==> src/rtl/plane_seq_pkg.sv <==
package plane_seq_pkg;
   localparam int UW_W    = 16;
   localparam int FMT_BIT = 15;
   localparam int CND_HI  = 7;
   localparam int CND_LO  = 5;

   typedef enum logic [2:0] {
      CND_KEEP_A = 3'b000,
      CND_FZERO  = 3'b001,
      CND_CARRY  = 3'b010,
      CND_KEEP_B = 3'b011,
      CND_DZERO_A= 3'b100,
      CND_DLSB   = 3'b101,
      CND_DMSB   = 3'b110,
      CND_DZERO_B= 3'b111
   } cnd_e;

   typedef enum logic {
      PH_FETCH = 1'b0,
      PH_EXEC  = 1'b1
   } phase_e;
endpackage

==> src/rtl/seq_cond_eval.sv <==
module seq_cond_eval
   import plane_seq_pkg::*;
#(
   parameter int DW = 16
) (
   input  logic          fmt_func,
   input  logic [2:0]    cnd_field,
   input  logic [DW-1:0] dbus,
   input  logic [DW-1:0] fout,
   input  logic          cy,
   input  logic          cur_plane,
   output logic          nxt_plane
);
   localparam int MSB = DW - 1;

   cnd_e code;
   logic d_zero, f_zero;

   // MOVE words carry one condition bit, widened to 000 / 111
   generate
      if (DW >= 2) begin : g_zero
         assign d_zero = (dbus == '0);
         assign f_zero = (fout == '0);
      end else begin : g_bad
         $error("seq_cond_eval: DW must be at least 2");
      end
   endgenerate

   always_comb begin
      code = fmt_func ? cnd_e'(cnd_field) : cnd_e'({3{cnd_field[2]}});
      unique case (code)
         CND_KEEP_A, CND_KEEP_B:   nxt_plane = cur_plane;
         CND_DZERO_A, CND_DZERO_B: nxt_plane = d_zero;
         CND_FZERO:                nxt_plane = f_zero;
         CND_CARRY:                nxt_plane = cy;
         CND_DLSB:                 nxt_plane = dbus[0];
         CND_DMSB:                 nxt_plane = dbus[MSB];
         default:                  nxt_plane = cur_plane;
      endcase
   end
endmodule

==> src/rtl/seq_pc_reg.sv <==
module seq_pc_reg
   import plane_seq_pkg::*;
#(
   parameter int AW = 16,
   parameter int PB = 14
) (
   input  logic          clk,
   input  logic          rst,
   input  logic          nxt_plane,
   output logic [AW-1:0] pc,
   output logic          in_exec
);
   localparam logic [PB-1:0] OFS_ONE = PB'(1);

   phase_e          ph_q;
   logic [AW-1:0]   pc_q;
   logic [AW-1:0]   pc_nxt;

   always_comb begin
      pc_nxt          = pc_q;
      pc_nxt[PB-1:0]  = pc_q[PB-1:0] + OFS_ONE;
      pc_nxt[PB]      = nxt_plane;
   end

   always_ff @(posedge clk) begin
      if (rst) begin
         ph_q <= PH_FETCH;
         pc_q <= '0;
      end else if (ph_q == PH_FETCH) begin
         ph_q <= PH_EXEC;
      end else begin
         ph_q <= PH_FETCH;
         pc_q <= pc_nxt;
      end
   end

   assign pc      = pc_q;
   assign in_exec = (ph_q == PH_EXEC);

   assert_reset_state_R1: assert property (@(posedge clk)
      rst |=> (pc_q == '0 && ph_q == PH_FETCH));

   assert_phase_toggle_R2: assert property (@(posedge clk) disable iff (rst)
      1'b1 |=> (ph_q != $past(ph_q)));

   assert_hold_in_fetch_R3: assert property (@(posedge clk) disable iff (rst)
      (ph_q == PH_FETCH) |=> $stable(pc_q));

   assert_offset_step_R4: assert property (@(posedge clk) disable iff (rst)
      (ph_q == PH_EXEC) |=> (pc_q[PB-1:0] == $past(pc_q[PB-1:0]) + OFS_ONE));

   generate
      if (PB < AW - 1) begin : g_upper
         assert_upper_fixed_R4: assert property (@(posedge clk) disable iff (rst)
            1'b1 |=> $stable(pc_q[AW-1:PB+1]));
      end
   endgenerate
endmodule

==> src/rtl/plane_seq.sv <==
module plane_seq
   import plane_seq_pkg::*;
#(
   parameter int DW = 16,
   parameter int AW = 16,
   parameter int PB = 14
) (
   input  logic          clk,
   input  logic          rst,
   input  logic [15:0]   uword,
   input  logic [DW-1:0] data_bus,
   input  logic [DW-1:0] func_out,
   input  logic          carry_out,
   output logic          exec_phase,
   output logic [AW-1:0] fetch_addr,
   output logic          plane
);
   generate
      if (AW < 2 || PB < 1 || PB >= AW) begin : g_bad_cfg
         $error("plane_seq: plane bit must lie inside the address above bit 0");
      end
      if (UW_W != 16) begin : g_bad_uw
         $error("plane_seq: microword width must be 16");
      end
   endgenerate

   logic nxt_plane;
   logic unused_uw;
   assign unused_uw = ^{uword[14:8], uword[4:0]};

   seq_cond_eval #(.DW(DW)) u_cond (
      .fmt_func  (uword[FMT_BIT]),
      .cnd_field (uword[CND_HI:CND_LO]),
      .dbus      (data_bus),
      .fout      (func_out),
      .cy        (carry_out),
      .cur_plane (fetch_addr[PB]),
      .nxt_plane (nxt_plane)
   );

   seq_pc_reg #(.AW(AW), .PB(PB)) u_pc (
      .clk       (clk),
      .rst       (rst),
      .nxt_plane (nxt_plane),
      .pc        (fetch_addr),
      .in_exec   (exec_phase)
   );

   assign plane = fetch_addr[PB];

   assert_keep_plane_R6: assert property (@(posedge clk) disable iff (rst)
      (exec_phase && (uword[15] ? (uword[7:5] == 3'b000 || uword[7:5] == 3'b011)
                                : !uword[7])) |=> $stable(plane));

   assert_data_zero_R7: assert property (@(posedge clk) disable iff (rst)
      (exec_phase && (uword[15] ? (uword[7:5] == 3'b100 || uword[7:5] == 3'b111)
                                : uword[7])) |=> (plane == ($past(data_bus) == '0)));

   assert_carry_sel_R9: assert property (@(posedge clk) disable iff (rst)
      (exec_phase && uword[15] && uword[7:5] == 3'b010) |=> (plane == $past(carry_out)));

   assert_fetch_ignored_R11: assert property (@(posedge clk) disable iff (rst)
      !exec_phase |=> $stable(plane));
endmodule

==> config.mk <==
export PLATFORM = sky130hd
export DESIGN_NAME = plane_seq
export DESIGN_NICKNAME = d
export VERILOG_FILES = /design/src/rtl/plane_seq_pkg.sv /design/src/rtl/seq_cond_eval.sv /design/src/rtl/seq_pc_reg.sv /design/src/rtl/plane_seq.sv
export SDC_FILE = /design/constraint.sdc
export NUM_CORES = 1
export LEC_CHECK = 0
export BUFFER_PORTS_ARGS = -buffer_cell sky130_fd_sc_hd__buf_2
export CORE_ASPECT_RATIO = 0.75
export CORE_MARGIN = 5
export CORE_UTILIZATION = 30
export CTS_BUF_LIST = sky130_fd_sc_hd__clkbuf_4
export DETAILED_ROUTE_END_ITERATION = 8
export SYNTH_ARGS = -nofsm -noshare
export SYNTH_HDL_FRONTEND = slang
export SYNTH_HIERARCHICAL = 1
export SYNTH_SLANG_ARGS = --single-unit
export TNS_END_PERCENT = 20
==> constraint.sdc <==
create_clock -name clk -period 2.55 [get_ports clk]
set_clock_uncertainty 0.05 [all_clocks]
set_input_delay 0.765 -clock clk [delete_from_list [all_inputs] [get_ports clk]]
set_output_delay 0.765 -clock clk [all_outputs]
set_load 0.01 [all_outputs]
# Word-level counts from Yosys, hierarchy flattened
# Cells that the tools add are included.
classes:
  shifts: 0
  n_div: 0
  n_mul: 0
  n_mux: 3
  eq_ne: 7
  add_sub_neg: 1
  n_bitwise: 1
  order_cmp: 0
  n_reduce_logical: 6
ops:
  columns: ["op", "n"]
  rows:
  - ["zero test 16 bit", 2]
  - ["adder 14 x 1 -> 14 bit, second input constant", 1]
  - ["equality test 3 bit, second input constant", 4]
  - ["equality test 3 x 2 -> 1 bit, second input constant", 2]
  - ["one-hot mux 1 bit (5 select lines)", 1]
  - ["OR reduction 2 bit", 2]
  - ["equality test 3 x 1 -> 1 bit, second input constant", 1]
  - ["zero test 3 bit", 1]
  - ["2-to-1 mux 2 bit", 1]
  - ["AND reduction 2 bit", 1]
  - ["2-to-1 mux 1 bit", 1]
  - ["NOT 1 bit", 1]
totals:
  mem_count: 0
  latch_bits: 0
  inputBits: 51
  mem_bits_ro: 0
  reg_bits: 16
  mem_bits_rw: 0

# Depth between registers and ports, before layout
depth:
  ltp_word: 5
  depth_mapped: 6
  depth_no_buf: 6

# Cells and area by module
# The synthesis kept the hierarchy.
modules_own_cells:
  columns: ["mod", "n_inst", "area_each_um2", "cells_each", "seq_area_each_um2"]
  rows:
  - ["seq_pc_reg", 1, 739.5, 79, 320.3]
  - ["seq_cond_eval", 1, 157.7, 25, 0.0]
  - ["plane_seq", 1, 7.5, 1, 0.0]

# Worst setup path after synthesis
# OpenSTA, ideal clock, no wires.
synth_path:
  path_kind: "input to register"
  start: "input data_bus[6]"
  end: "register u_pc.pc_q[14], in the netlist u_pc/pc[14]"
  path_stages: 6
  t_arrival_ps: 1762
  setup_time_ps: 65
  path_buffers: 0
  setup_slack_ps: 673
  path_cell_list: "or4_1 -> nor2_1 -> a41oi_1 -> o22ai_1 -> mux2i_1 -> nor2_1"
synth_via:
  elab_chain_len: 2
synth_rtl:
  columns: ["element", "line_no", "text"]
  rows:
  - ["start: declaration", "plane_seq.sv:11", "input logic [DW-1:0] data_bus,"]
  - ["zero test 16 bit", "seq_cond_eval.sv:22", "assign d_zero = (dbus == '0);"]
  - ["one-hot mux 1 bit (5 select lines)", "seq_cond_eval.sv:31", "unique case (code)"]
  - ["net nxt_plane", "plane_seq.sv:27", "logic nxt_plane;"]
  - ["end signal: assignment", "seq_pc_reg.sv:33", "pc_q <= pc_nxt;"]
  - ["end: declaration", "seq_pc_reg.sv:16", "logic [AW-1:0] pc_q;"]
# The timed path passes the listed nets, and every way through them passes these cells.
# A chain may end at the register's enable or synchronous reset.

# Worst setup path in the final report
layout_path:
  start: "register u_pc.ph_q, in the netlist u_pc/in_exec"
  end: "output exec_phase"
layout_rtl:
  columns: ["element", "line_no", "text"]
  rows:
  - ["start: declaration", "seq_pc_reg.sv:15", "phase_e ph_q;"]
  - ["start signal: assignment", "seq_pc_reg.sv:27", "ph_q <= PH_FETCH;"]
  - ["start signal: assignment", "seq_pc_reg.sv:30", "ph_q <= PH_EXEC;"]
  - ["start signal: assignment", "seq_pc_reg.sv:32", "ph_q <= PH_FETCH;"]
  - ["end: declaration", "plane_seq.sv:14", "output logic exec_phase,"]
# No word-level cell between the ends.

==> impl_metrics.env <==
export IMPL_hold_path_endpoint="u_pc/pc[8]$_SDFFE_PP0P_"
export IMPL_slowest_stage="dfxtp_1"
export IMPL_antenna_found_initial=0
export IMPL_outcome="finished clean"
export IMPL_synthesis_area_sq_um=905
export IMPL_yosysWarnings=6
export IMPL_min_path_cells=2
export IMPL_core_area_sq_um=2910
export IMPL_postRouteAntennaNets=0
export IMPL_synth_edf_count=0
export IMPL_htree_levels=1
export IMPL_setup_viol=0
export IMPL_clock_latency_ps=280
export IMPL_cp_depth=1
export IMPL_cp_data_arrival_time_ps=1100
export IMPL_globalplace_congestion=0.734
export IMPL_synthTopCellsByArea="dfxtp_1, nor4_1, nor2_1, mux2_2, nand4_4"
export IMPL_async_flop_share_pct=0
export IMPL_seq_power_share_pct=57.2
export IMPL_fin_crit_sh_pct=75.0
export IMPL_drv_cap=0
export IMPL_critical_path_class="register to output port"
export IMPL_max_freq_ghz=0.523
export IMPL_finalCriticalPeriod_ps=1910
export IMPL_critPathBufInv=1
export IMPL_dieArea_sq_um=4220
export IMPL_dp_cells=193
export IMPL_critPathLaunchType="register"
export IMPL_worstPathMaxFanout=8
export IMPL_comb_power_share_pct=14.9
export IMPL_row_count=17
export IMPL_synth_top_flop_cell="dfxtp_1"
export IMPL_final_net_count=212
export IMPL_clock_root_buffer="clkbuf_4"
export IMPL_start_util_pct=31.0
export IMPL_cp_slowest_stage_delay_ps=600
export IMPL_drive_above_1_share_pct=41.8
export IMPL_n_antenna_cell=0
export IMPL_clk_pin_slew_ps=90
export IMPL_leakagePower_nw=0.543
export IMPL_drtPass1Iterations=4
export IMPL_hold_violations=0
export IMPL_yosysTopAreaCell="dfxtp_1"
export IMPL_cp_end_kind="output port"
export IMPL_sw_frac_of_total_pct=24.9
export IMPL_cts_setup_buffers=0
export IMPL_seq_area_frac_synth_pct=35.4
export IMPL_drtIter0Drc=55
export IMPL_grtUsageTotal_pct=11.7
export IMPL_reg2reg_setup_slack_ps=810
export IMPL_fin_cells=196
export IMPL_die_x_um=73.4
export IMPL_synth_seq_cells=16
export IMPL_final_cell_mix="buf_2, dfxtp_1, nor2_1"
export IMPL_syn_inst=105
export IMPL_cpLargestDelayFamily="flip-flops"
export IMPL_grt_overflow=0
export IMPL_crit_path_start="u_pc/in_exec$_SDFF_PP0_"
export IMPL_final_common_cell="buf_2"
export IMPL_clockBufferDepth=2
export IMPL_vias_per_cell=4.79
export IMPL_die_y_um=57.6
export IMPL_cts_hold_buf=0
export IMPL_p_int_mw=0.347
export IMPL_grt_setup_unrepaired="false"
export IMPL_required_ps=1740
export IMPL_area_growth_pct=34.9
export IMPL_r2r_start="u_pc/in_exec$_SDFF_PP0_"
export IMPL_portBuffers=55
export IMPL_cts_repair_resized=0
export IMPL_timing_rr_end="u_pc/pc[11]$_SDFFE_PP0P_"
export IMPL_wl_per_cell_um=12.4
export IMPL_powerDensity_nw_per_um2=379
export IMPL_power_share_clock_pct=27.9
export IMPL_grt_pass1_wl_um=3950
export IMPL_grt_max_degree=21
export IMPL_switchingPower_mw=0.115
export IMPL_dpl_hpwl_um=2000
export IMPL_synth_top_area_share_pct=35.4
export IMPL_r2r_worst_path_cells=3
export IMPL_clock_sinks=16
export IMPL_cts_tree="built"
export IMPL_crit_path_cell_trace="buf_2"
export IMPL_via_count=939
export IMPL_routed_wl_um=2430
export IMPL_min_from="u_pc/pc[8]$_SDFFE_PP0P_"
export IMPL_hp_class="register to register"
export IMPL_syn_avg_cell_area_sq_um=8.62
export IMPL_io_pins=69
export IMPL_final_max_slew_viol_count=0
export IMPL_synth_cell_types=31
export IMPL_cts_buffers=3
export IMPL_drc_errors=0
export IMPL_first_global_vias=889
export IMPL_synth_net_count=157
export IMPL_peakVddDrop_v=0.000253
export IMPL_finalSetupTns_ps=0
-- layout make-up --
cell class / instances / area, sq um
Tap cell: 38 / 47.5
Clock buffer: 3 / 22.5
Timing Repair Buffer: 55 / 275
Sequential cell: 16 / 320
Multi-Input combinational cell: 81 / 543
Fill cell: 294 / 1690
Inverter: 3 / 11.3
-- how the worst max path moves through the flow --
stage,endpoint
finish,exec_phase
global route,exec_phase
CTS,exec_phase
detailed placement,u_pc/pc[14]$_SDFFE_PP0P_
global placement,u_pc/pc[14]$_SDFFE_PP0P_
floorplan,u_pc/pc[14]$_SDFFE_PP0P_
-- power by group through the flow --
stage | clock, mW | combinational, mW | sequential [mW]
finish | 0.129 | 0.0687 | 0.264
global route | 0.150 | 0.0771 | 0.266
CTS | 0.138 | 0.0694 | 0.265
detailed placement | 0 | 0.0693 | 0.271
global placement | 0 | 0.0662 | 0.270
floorplan | 0 | 0.0318 | 0.269
-- state kept, by name (all words and copies together), names as in the netlist --
signal        flops
u_pc/pc          15
u_pc/in_exec      1
-- logic make-up after synthesis --
group                    after synthesis  synth area share [%]
AND/OR/NAND/NOR                       53                  35.3
multiplexers                           6                  7.19
buffers and inverters                  8                  4.56
other                                  1                 0.415
adder cells (fa/ha/maj)                1                  1.38
flip-flops                            16                  35.4
XOR/XNOR                               5                  4.84
AO/OA/AOI/OAI                         15                  10.9
-- synth_stat cells (all sizes together), types with 2 or more instances --
cell and instances:
mux2i 2, dfxtp 16, nor4 9, mux2 4, nand2 9, nand4 5
nor2b 4, nor2 13, or4 6, nand3 3, o31ai 4, buf 4
inv 3, xor2 3, xnor2 2, a21oi 6
-- layer usage --
metal | vias up | global-route usage, % | part of all wire [%]
met4 | 0 | 3.88 | 1.5
met1 | 416 | 13.7 | 39
met5 | - | 0 | 0
met3 | 4 | 4.75 | 7.4
met2 | 21 | 19.5 | 52
li1 | 498 | - | -
-- stage by stage --
stage / hold slack, ps / setup slack, ps / util (%) / power, mW / area, sq um
6_report: 449 / 638 / 41.9 / 0.462 / 1220
5_1_grt: 468 / 563 / 41.9 / 0.493 / 1220
4_1_cts: 450 / 614 / 41.9 / 0.472 / 1220
3_5_place_dp: 436 / 402 / 41.1 / 0.340 / 1200
3_3_place_gp: 438 / 502 / 41.1 / 0.336 / 1200
2_1_floorplan: 458 / 673 / - / 0.301 / 905
(Power assumes the default switching activity.)
